<file path="src/rtl/mcv_pkg.sv">
package mcv_pkg;
  // word addresses of the register map
  localparam int unsigned REG_SOFT_LOCK = 0;
  localparam int unsigned REG_HARD_LOCK = 1;
  localparam int unsigned REG_CTRL      = 2;
  localparam int unsigned REG_STATUS    = 3;
  localparam int unsigned REG_COUNT_HI  = 4;
  localparam int unsigned REG_COUNT_LO  = 5;
  localparam int unsigned REG_SCRATCH   = 6;

  // lock bit positions, shared by both lock registers
  localparam int unsigned LK_COUNT   = 0;
  localparam int unsigned LK_SCRATCH = 1;
  localparam int unsigned LK_NUM     = 2;

  // era field position in the upper count register
  localparam int unsigned ERA_LSB = 16;
endpackage

</file>
<file path="src/rtl/mcv_lock_bank.sv">
module mcv_lock_bank #(
  parameter int unsigned N = 2
) (
  input  logic         clk,
  input  logic         rst_n,
  input  logic         wr_soft,
  input  logic         wr_hard,
  input  logic [N-1:0] wdata,
  output logic [N-1:0] soft_q,
  output logic [N-1:0] hard_q
);
  for (genvar g = 0; g < N; g++) begin : g_bit
    always_ff @(posedge clk or negedge rst_n) begin
      if (!rst_n) begin
        soft_q[g] <= 1'b0;
      end else if (wr_soft) begin
        soft_q[g] <= wdata[g];
      end
    end

    always_ff @(posedge clk or negedge rst_n) begin
      if (!rst_n) begin
        hard_q[g] <= 1'b0;
      end else if (wr_hard && wdata[g]) begin
        hard_q[g] <= 1'b1;
      end
    end

    // a hard lock never drops while out of reset
    assert_hard_sticky_R6: assert property (@(posedge clk) disable iff (!rst_n)
      hard_q[g] |=> hard_q[g]);
  end
endmodule

</file>
<file path="src/rtl/mcv_counter.sv">
module mcv_counter #(
  parameter int unsigned HI_W = 16,
  parameter int unsigned LO_W = 32,
  localparam int unsigned CNT_W = HI_W + LO_W
) (
  input  logic             clk,
  input  logic             rst_n,
  input  logic             inc_req,
  input  logic             locked,
  input  logic             ctrl_wr,
  input  logic             ctrl_wdata,
  input  logic             stat_wr,
  input  logic             stat_w1c,
  output logic [CNT_W-1:0] cnt,
  output logic             valid,
  output logic             rollover
);
  logic [CNT_W-1:0] cnt_nxt;
  logic             at_max;
  logic             inc_go;

  assign cnt_nxt = cnt + 1'b1;
  assign at_max  = (cnt == '1);
  assign inc_go  = inc_req && valid && !locked;

  always_ff @(posedge clk or negedge rst_n) begin
    if (!rst_n) begin
      cnt <= '0;
    end else if (inc_go && !at_max) begin
      cnt <= cnt_nxt;
    end
  end

  always_ff @(posedge clk or negedge rst_n) begin
    if (!rst_n) begin
      valid <= 1'b0;
    end else if (inc_go && (at_max || cnt_nxt == '1)) begin
      valid <= 1'b0;
    end else if (ctrl_wr && !locked) begin
      valid <= ctrl_wdata;
    end
  end

  always_ff @(posedge clk or negedge rst_n) begin
    if (!rst_n) begin
      rollover <= 1'b0;
    end else if (inc_go && (at_max || cnt_nxt == '1)) begin
      rollover <= 1'b1;
    end else if (stat_wr && stat_w1c) begin
      rollover <= 1'b0;
    end
  end

  // the count never moves by anything other than zero or one
  assert_step_one_R1: assert property (@(posedge clk) disable iff (!rst_n)
    1'b1 |=> (cnt == $past(cnt)) || (cnt == $past(cnt) + 1'b1));
  // without count-valid a request leaves the count alone
  assert_invalid_hold_R4: assert property (@(posedge clk) disable iff (!rst_n)
    (inc_req && !valid) |=> $stable(cnt));
  // a locked counter neither counts nor takes a control write
  assert_locked_hold_R5: assert property (@(posedge clk) disable iff (!rst_n)
    locked |=> $stable(cnt));
  assert_locked_ctrl_R5: assert property (@(posedge clk) disable iff (!rst_n)
    (ctrl_wr && locked && !inc_req) |=> $stable(valid));
  // the ceiling holds and rollover rises only there
  assert_max_hold_R7: assert property (@(posedge clk) disable iff (!rst_n)
    at_max |=> (cnt == '1));
  assert_roll_at_max_R7: assert property (@(posedge clk) disable iff (!rst_n)
    $rose(rollover) |-> (cnt == '1));
endmodule

</file>
<file path="src/rtl/mcv_scratch.sv">
module mcv_scratch #(
  parameter int unsigned W = 32
) (
  input  logic         clk,
  input  logic         rst_n,
  input  logic         wr,
  input  logic         locked,
  input  logic [W-1:0] wdata,
  output logic [W-1:0] q
);
  always_ff @(posedge clk or negedge rst_n) begin
    if (!rst_n) begin
      q <= '0;
    end else if (wr && !locked) begin
      q <= wdata;
    end
  end

  // a locked scratch register keeps its value
  assert_scratch_locked_R9: assert property (@(posedge clk) disable iff (!rst_n)
    locked |=> $stable(q));
endmodule

</file>
<file path="src/rtl/mcv_top.sv">
module mcv_top #(
  parameter int unsigned ADDR_W   = 4,
  parameter int unsigned DATA_W   = 32,
  parameter int unsigned CNT_HI_W = 16,
  parameter int unsigned CNT_LO_W = 32,
  parameter int unsigned ERA_W    = 16
) (
  input  logic              clk,
  input  logic              rst_n,
  input  logic              bus_en,
  input  logic              bus_we,
  input  logic [ADDR_W-1:0] bus_addr,
  input  logic [DATA_W-1:0] bus_wdata,
  output logic [DATA_W-1:0] bus_rdata,
  input  logic [ERA_W-1:0]  era_in
);
  import mcv_pkg::*;

  localparam int unsigned CNT_W = CNT_HI_W + CNT_LO_W;

  logic              wr;
  logic              wr_soft, wr_hard, wr_ctrl, wr_stat, wr_hi, wr_lo, wr_scr;
  logic [LK_NUM-1:0] soft_q, hard_q;
  logic [CNT_W-1:0]  cnt;
  logic              valid, rollover;
  logic [DATA_W-1:0] scr_q;
  logic [DATA_W-1:0] rd_hi, rd_lo;

  assign wr      = bus_en && bus_we;
  assign wr_soft = wr && (bus_addr == ADDR_W'(REG_SOFT_LOCK));
  assign wr_hard = wr && (bus_addr == ADDR_W'(REG_HARD_LOCK));
  assign wr_ctrl = wr && (bus_addr == ADDR_W'(REG_CTRL));
  assign wr_stat = wr && (bus_addr == ADDR_W'(REG_STATUS));
  assign wr_hi   = wr && (bus_addr == ADDR_W'(REG_COUNT_HI));
  assign wr_lo   = wr && (bus_addr == ADDR_W'(REG_COUNT_LO));
  assign wr_scr  = wr && (bus_addr == ADDR_W'(REG_SCRATCH));

  mcv_lock_bank #(.N(LK_NUM)) u_locks (
    .clk     (clk),
    .rst_n   (rst_n),
    .wr_soft (wr_soft),
    .wr_hard (wr_hard),
    .wdata   (bus_wdata[LK_NUM-1:0]),
    .soft_q  (soft_q),
    .hard_q  (hard_q)
  );

  mcv_counter #(.HI_W(CNT_HI_W), .LO_W(CNT_LO_W)) u_count (
    .clk        (clk),
    .rst_n      (rst_n),
    .inc_req    (wr_hi || wr_lo),
    .locked     (soft_q[LK_COUNT] || hard_q[LK_COUNT]),
    .ctrl_wr    (wr_ctrl),
    .ctrl_wdata (bus_wdata[0]),
    .stat_wr    (wr_stat),
    .stat_w1c   (bus_wdata[0]),
    .cnt        (cnt),
    .valid      (valid),
    .rollover   (rollover)
  );

  mcv_scratch #(.W(DATA_W)) u_scratch (
    .clk    (clk),
    .rst_n  (rst_n),
    .wr     (wr_scr),
    .locked (soft_q[LK_SCRATCH] || hard_q[LK_SCRATCH]),
    .wdata  (bus_wdata),
    .q      (scr_q)
  );

  always_comb begin
    rd_hi = '0;
    rd_hi[CNT_HI_W-1:0] = cnt[CNT_W-1:CNT_LO_W];
    rd_hi[ERA_LSB +: ERA_W] = era_in;
    rd_lo = '0;
    rd_lo[CNT_LO_W-1:0] = cnt[CNT_LO_W-1:0];
  end

  always_comb begin
    bus_rdata = '0;
    case (bus_addr)
      ADDR_W'(REG_SOFT_LOCK): bus_rdata[LK_NUM-1:0] = soft_q;
      ADDR_W'(REG_HARD_LOCK): bus_rdata[LK_NUM-1:0] = hard_q;
      ADDR_W'(REG_CTRL):      bus_rdata[0] = valid;
      ADDR_W'(REG_STATUS):    bus_rdata[0] = rollover;
      ADDR_W'(REG_COUNT_HI):  bus_rdata = rd_hi;
      ADDR_W'(REG_COUNT_LO):  bus_rdata = rd_lo;
      ADDR_W'(REG_SCRATCH):   bus_rdata = scr_q;
      default:                bus_rdata = '0;
    endcase
  end

  // era field tracks the input whenever the upper word is addressed
  assert_era_visible_R3: assert property (@(posedge clk) disable iff (!rst_n)
    (bus_addr == ADDR_W'(REG_COUNT_HI)) |-> (bus_rdata[ERA_LSB +: ERA_W] == era_in));
  // a rollover clear leaves the flag low next cycle unless an increment set it
  assert_roll_clear_R8: assert property (@(posedge clk) disable iff (!rst_n)
    (wr_stat && bus_wdata[0]) |=> !rollover);
endmodule

</file>
<file path="config.mk">
export PLATFORM = sky130hd
export DESIGN_NAME = mcv_top
export DESIGN_NICKNAME = d
export VERILOG_FILES = /design/src/rtl/mcv_pkg.sv /design/src/rtl/mcv_lock_bank.sv /design/src/rtl/mcv_counter.sv /design/src/rtl/mcv_scratch.sv /design/src/rtl/mcv_top.sv
export SDC_FILE = /design/constraint.sdc
export NUM_CORES = 1
export LEC_CHECK = 0
export BUFFER_PORTS_ARGS = -buffer_cell sky130_fd_sc_hd__clkbuf_2
export CELL_PAD_IN_SITES_DETAIL_PLACEMENT = 0
export CELL_PAD_IN_SITES_GLOBAL_PLACEMENT = 2
export CORE_MARGIN = 2
export CORE_UTILIZATION = 38
export DETAILED_ROUTE_END_ITERATION = 12
export PLACE_DENSITY = 0.94
export RECOVER_POWER = 50
export SKIP_CTS_REPAIR_TIMING = 1
export SLEW_MARGIN = 20
export SYNTH_ARGS = -nofsm -noshare
export SYNTH_HDL_FRONTEND = slang
export SYNTH_SLANG_ARGS = --single-unit
export TNS_END_PERCENT = 100
</file>
<file path="constraint.sdc">
create_clock -name clk -period 6.15 [get_ports clk]
set_input_delay 0 -clock clk [delete_from_list [all_inputs] [get_ports clk]]
set_output_delay 0 -clock clk [all_outputs]
set_load 0.005 [all_outputs]
</file>
==> metrics.md <==
| Metric | Value |
|---|---|
| Async SR Flop Fraction | `100.0%` |
| Fin nets | `707` |
| CP required | `6.39 ns` |
| Placer Congestion | `roughly 0.95` |
| Setup Skew | `0.008994 ns` |
| TritonCTS clock tree | `yes` |
| Grt ovf | `0` |
| Syn-to-layout area delta | `22.54%` |
| Peak supply drop | `179.6 uV` |
| EDFF count, synth | `0` |
| Vias in the first global route | `4,482` |
| Row cnt | `42` |
| Max Transition Viols Final | `75` |
| Yosys warnings | `0` |
| PortBufs | `87` |
| Routed WL | `16,010 um` |
| Met3 global-route usage | `under 10%` |
| Yosys reg bits | `86` |
| Syn nets | `approximately 620` |
| CTS root buf | `clkbuf_16` |
| Max_slew headroom | `-99.55%` |
| Pin count of the biggest net entering global routing | `80` |
| RSZ-0062 raised after global routing | `false` |
| Drt initial violations | `323` |
| First-pass GRT wire length | `25,190 um` |
| Layout cells sized above 1 | `between 20% and 30%` |
| Die X | `121.7 um` |
| Outcome | `finished, violations left` |
| CP Class | `input port to register` |
| Worst min path class | `input port to register` |
| Post-Synthesis Cells | `557` |
| Final Critical Period | `3.912 ns` |
| Initial antenna violation count | `0` |
| Synth Area per Inst | `9.446 um^2` |
| Crit path DAT | `4.15 ns` |
| Wire length per cell | `19.31 um` |
| DRC | `0` |
| Via count | `about 4.7k` |
| Final Setup Violations | `0` |
| Initial Util | `around two fifths` |
| Total track usage | `22.54%` |
| # clock sinks | `86` |
| Setup TNS Final | `0 ns` |
| Die area | `approximately 0.015 mm^2` |
| Clock tree buffer depth | `2` |
| First-pass DRT Iterations | `5` |
| Count of final hold-check violations | `0` |
| CP Launch Type | `input port` |
| Post-DR vias/cell | `5.680` |
| Leak | `2.794 nW` |
| Post-DP HPWL | `about 12,000 um` |
| Chip Height | `121.7 um` |
| Clock transition at path regs | `0.06 ns` |
| Layout Cells excl Fill | `829` |
| I/O pins | `88` |
| Max cap viols | `2` |
| ANT nets after route | `0` |
| Violated checks | `max-capacitance violations, max-slew violations` |
| Distinct cell type count after synthesis | `48` |
| Post-Syn Area | `0.005261 mm^2` |
| Worst-Margin Slew | `approximately 3.0 ns` |
| Peak fanout along the critical path | `40` |
| # placed instances | `slightly below 800` |
| Fmax | `around 260 MHz` |
| Layer carrying the most global-route usage | `met2` |
| Met2 Use GR | `35.57%` |
| Htree depth | `3` |
| Core Util, Final | `about half` |
| Worst setup EP type | `register` |
| Top FF cell, synth | `dfrtp_1` |
| Cts bufs inserted | `9` |
| Met1 global-route usage | `between 30 and 40%` |
| Clock latency on the worst-skew pair | `0.36 ns` |
| Post-synthesis sequential area ratio | `approximately two fifths` |
| Core area | `roughly 0.013 mm^2` |
| Antenna fix cells | `0` |
| PwrDens | `~220 mW/mm^2` |
| Final period util | `63.62%` |
## stage by stage
stage	hold WS, ns	total power, mW	setup WS (ns)	instance area (um^2)
after detailed placement	-0.1831	0.7992	2.789	5779
after global routing	0.05484	1.450	1.912	6447
after global placement	-0.1840	0.7886	2.962	5779
after CTS	-0.5658	1.383	2.764	6097
after floorplan	-0.2956	0.7340	3.482	5261
final	0.01213	1.390	2.238	6447
## cell usage after synthesis, types with 2 or more instances
library cell,instances,share of area [%]
and2_1,6,0.71
dfrtp_1,86,41
nand3_1,24,2.3
nor3_1,12,1.1
mux2i_1,36,6.8
and3_1,16,1.9
o31ai_1,3,0.43
nor4_2,2,0.48
o21bai_1,2,0.29
a21oi_1,5,0.48
or3_1,3,0.36
buf_1,8,0.57
xor2_1,17,2.8
nand4_1,34,4.0
mux2_2,34,7.3
o211ai_1,4,0.57
inv_1,7,0.50
and4_1,11,1.8
a31oi_1,4,0.48
ha_1,3,0.71
or4_1,4,0.57
xnor2_1,47,7.8
o21ai_0,34,3.2
nor4_1,7,0.83
o22ai_1,2,0.24
or2_2,2,0.24
buf_2,14,1.3
nor2_1,16,1.1
nand2_1,70,5.0
clkbuf_1,25,1.8
nor4bb_1,2,0.38
## power breakdown
part | switching [mW] | internal, mW
Combinational | 0.0729 | 0.0884
Sequential | 0.0321 | 0.616
Clock | 0.247 | 0.333
Total | 0.352 | 1.04
## area by class of cell
cell class                      count  area (um^2)
Sequential cell                    86         2152
Clock inverter                      6        78.83
Fill cell                        1285         6953
Tap cell                          176        220.2
Inverter                            7        26.28
Clock buffer                       10        239.0
Timing Repair Buffer              128        825.8
Multi-Input combinational cell    416         2905
## path summary, 6_finish.rpt
path                                              from                       endpoint  slack [ns]  depth (start not counted)
max                                        bus_addr[0]    u_scratch.q[26]$_DFFE_PN0P_        2.24                          7
min                                             bus_en  u_locks.hard_q[0]$_DFFE_PN0P_        0.01                          3
max reg2reg                 u_count.cnt[1]$_DFFE_PN0P_    u_count.cnt[41]$_DFFE_PN0P_        2.69                         10
min reg2reg                u_scratch.q[15]$_DFFE_PN0P_    u_scratch.q[15]$_DFFE_PN0P_        0.51                          1
max in group asynchronous                        rst_n     u_scratch.q[8]$_DFFE_PN0P_        5.28                          3
min in group asynchronous                        rst_n    u_scratch.q[17]$_DFFE_PN0P_        0.37                          3
## flip-flops by register name (all words and copies together) (netlist names)
name,flops
u_count.cnt,48
u_locks.soft_q,2
u_count.valid,1
u_locks.hard_q,2
u_scratch.q,32
u_count.rollover,1
## cell usage in the layout (no fill, tap or decap), types with 2 or more instances in the layout
| master | synthesis | layout |
|---|---|---|
| nor3_1 | 12 | 12 |
| nor4_2 | 2 | 2 |
| xor2_1 | 17 | 17 |
| nor4_1 | 7 | 7 |
| xnor2_1 | 47 | 47 |
| o22ai_1 | 2 | 2 |
| nand3_1 | 24 | 24 |
| and4_1 | 11 | 11 |
| o21ai_0 | 34 | 34 |
| ha_1 | 3 | 3 |
| inv_1 | 7 | 7 |
| dfrtp_1 | 86 | 86 |
| and3_1 | 16 | 16 |
| or3_1 | 3 | 3 |
| or4_1 | 4 | 4 |
| clkinv_4 | 0 | 3 |
| nor2_1 | 16 | 16 |
| buf_4 | 0 | 2 |
| clkbuf_2 | 1 | 81 |
| nand2_1 | 70 | 70 |
| a31oi_1 | 4 | 3 |
| clkbuf_16 | 0 | 9 |
| or2_2 | 2 | 2 |
| o31ai_1 | 3 | 3 |
| mux2i_1 | 36 | 36 |
| mux2_2 | 34 | 34 |
| a21oi_1 | 5 | 5 |
| and2_1 | 6 | 6 |
| clkbuf_1 | 25 | 7 |
| o211ai_1 | 4 | 4 |
| o21bai_1 | 2 | 2 |
| dlygate4sd3_1 | 0 | 36 |
| inv_8 | 0 | 2 |
| nand4_1 | 34 | 34 |
## critical path, cell delays in order
cell and delay, ns:
clkbuf_2 0.07, clkbuf_1 2.11, nor4bb_4 0.10, clkbuf_1 0.71
nand2_1 0.31, buf_4 0.41, mux2_2 0.40
## logic make-up after synthesis
kind of cell               synth area share [%]
xor gates and xnor gates                  10.65
buffers and inverters                     4.281
AOI/OAI and AO/OA                         7.253
muxes                                     14.13
and+or+nand+nor                           22.07
DFF                                       40.90
adders and majority gates                0.7135
## metal layers
metal  share of wire, %  routed length [um]
met1                 43                6813
met2                 49                7764
met3                6.0                 954
met4                2.9                 472
met5                  0                   0
(Power assumes the default switching activity.)
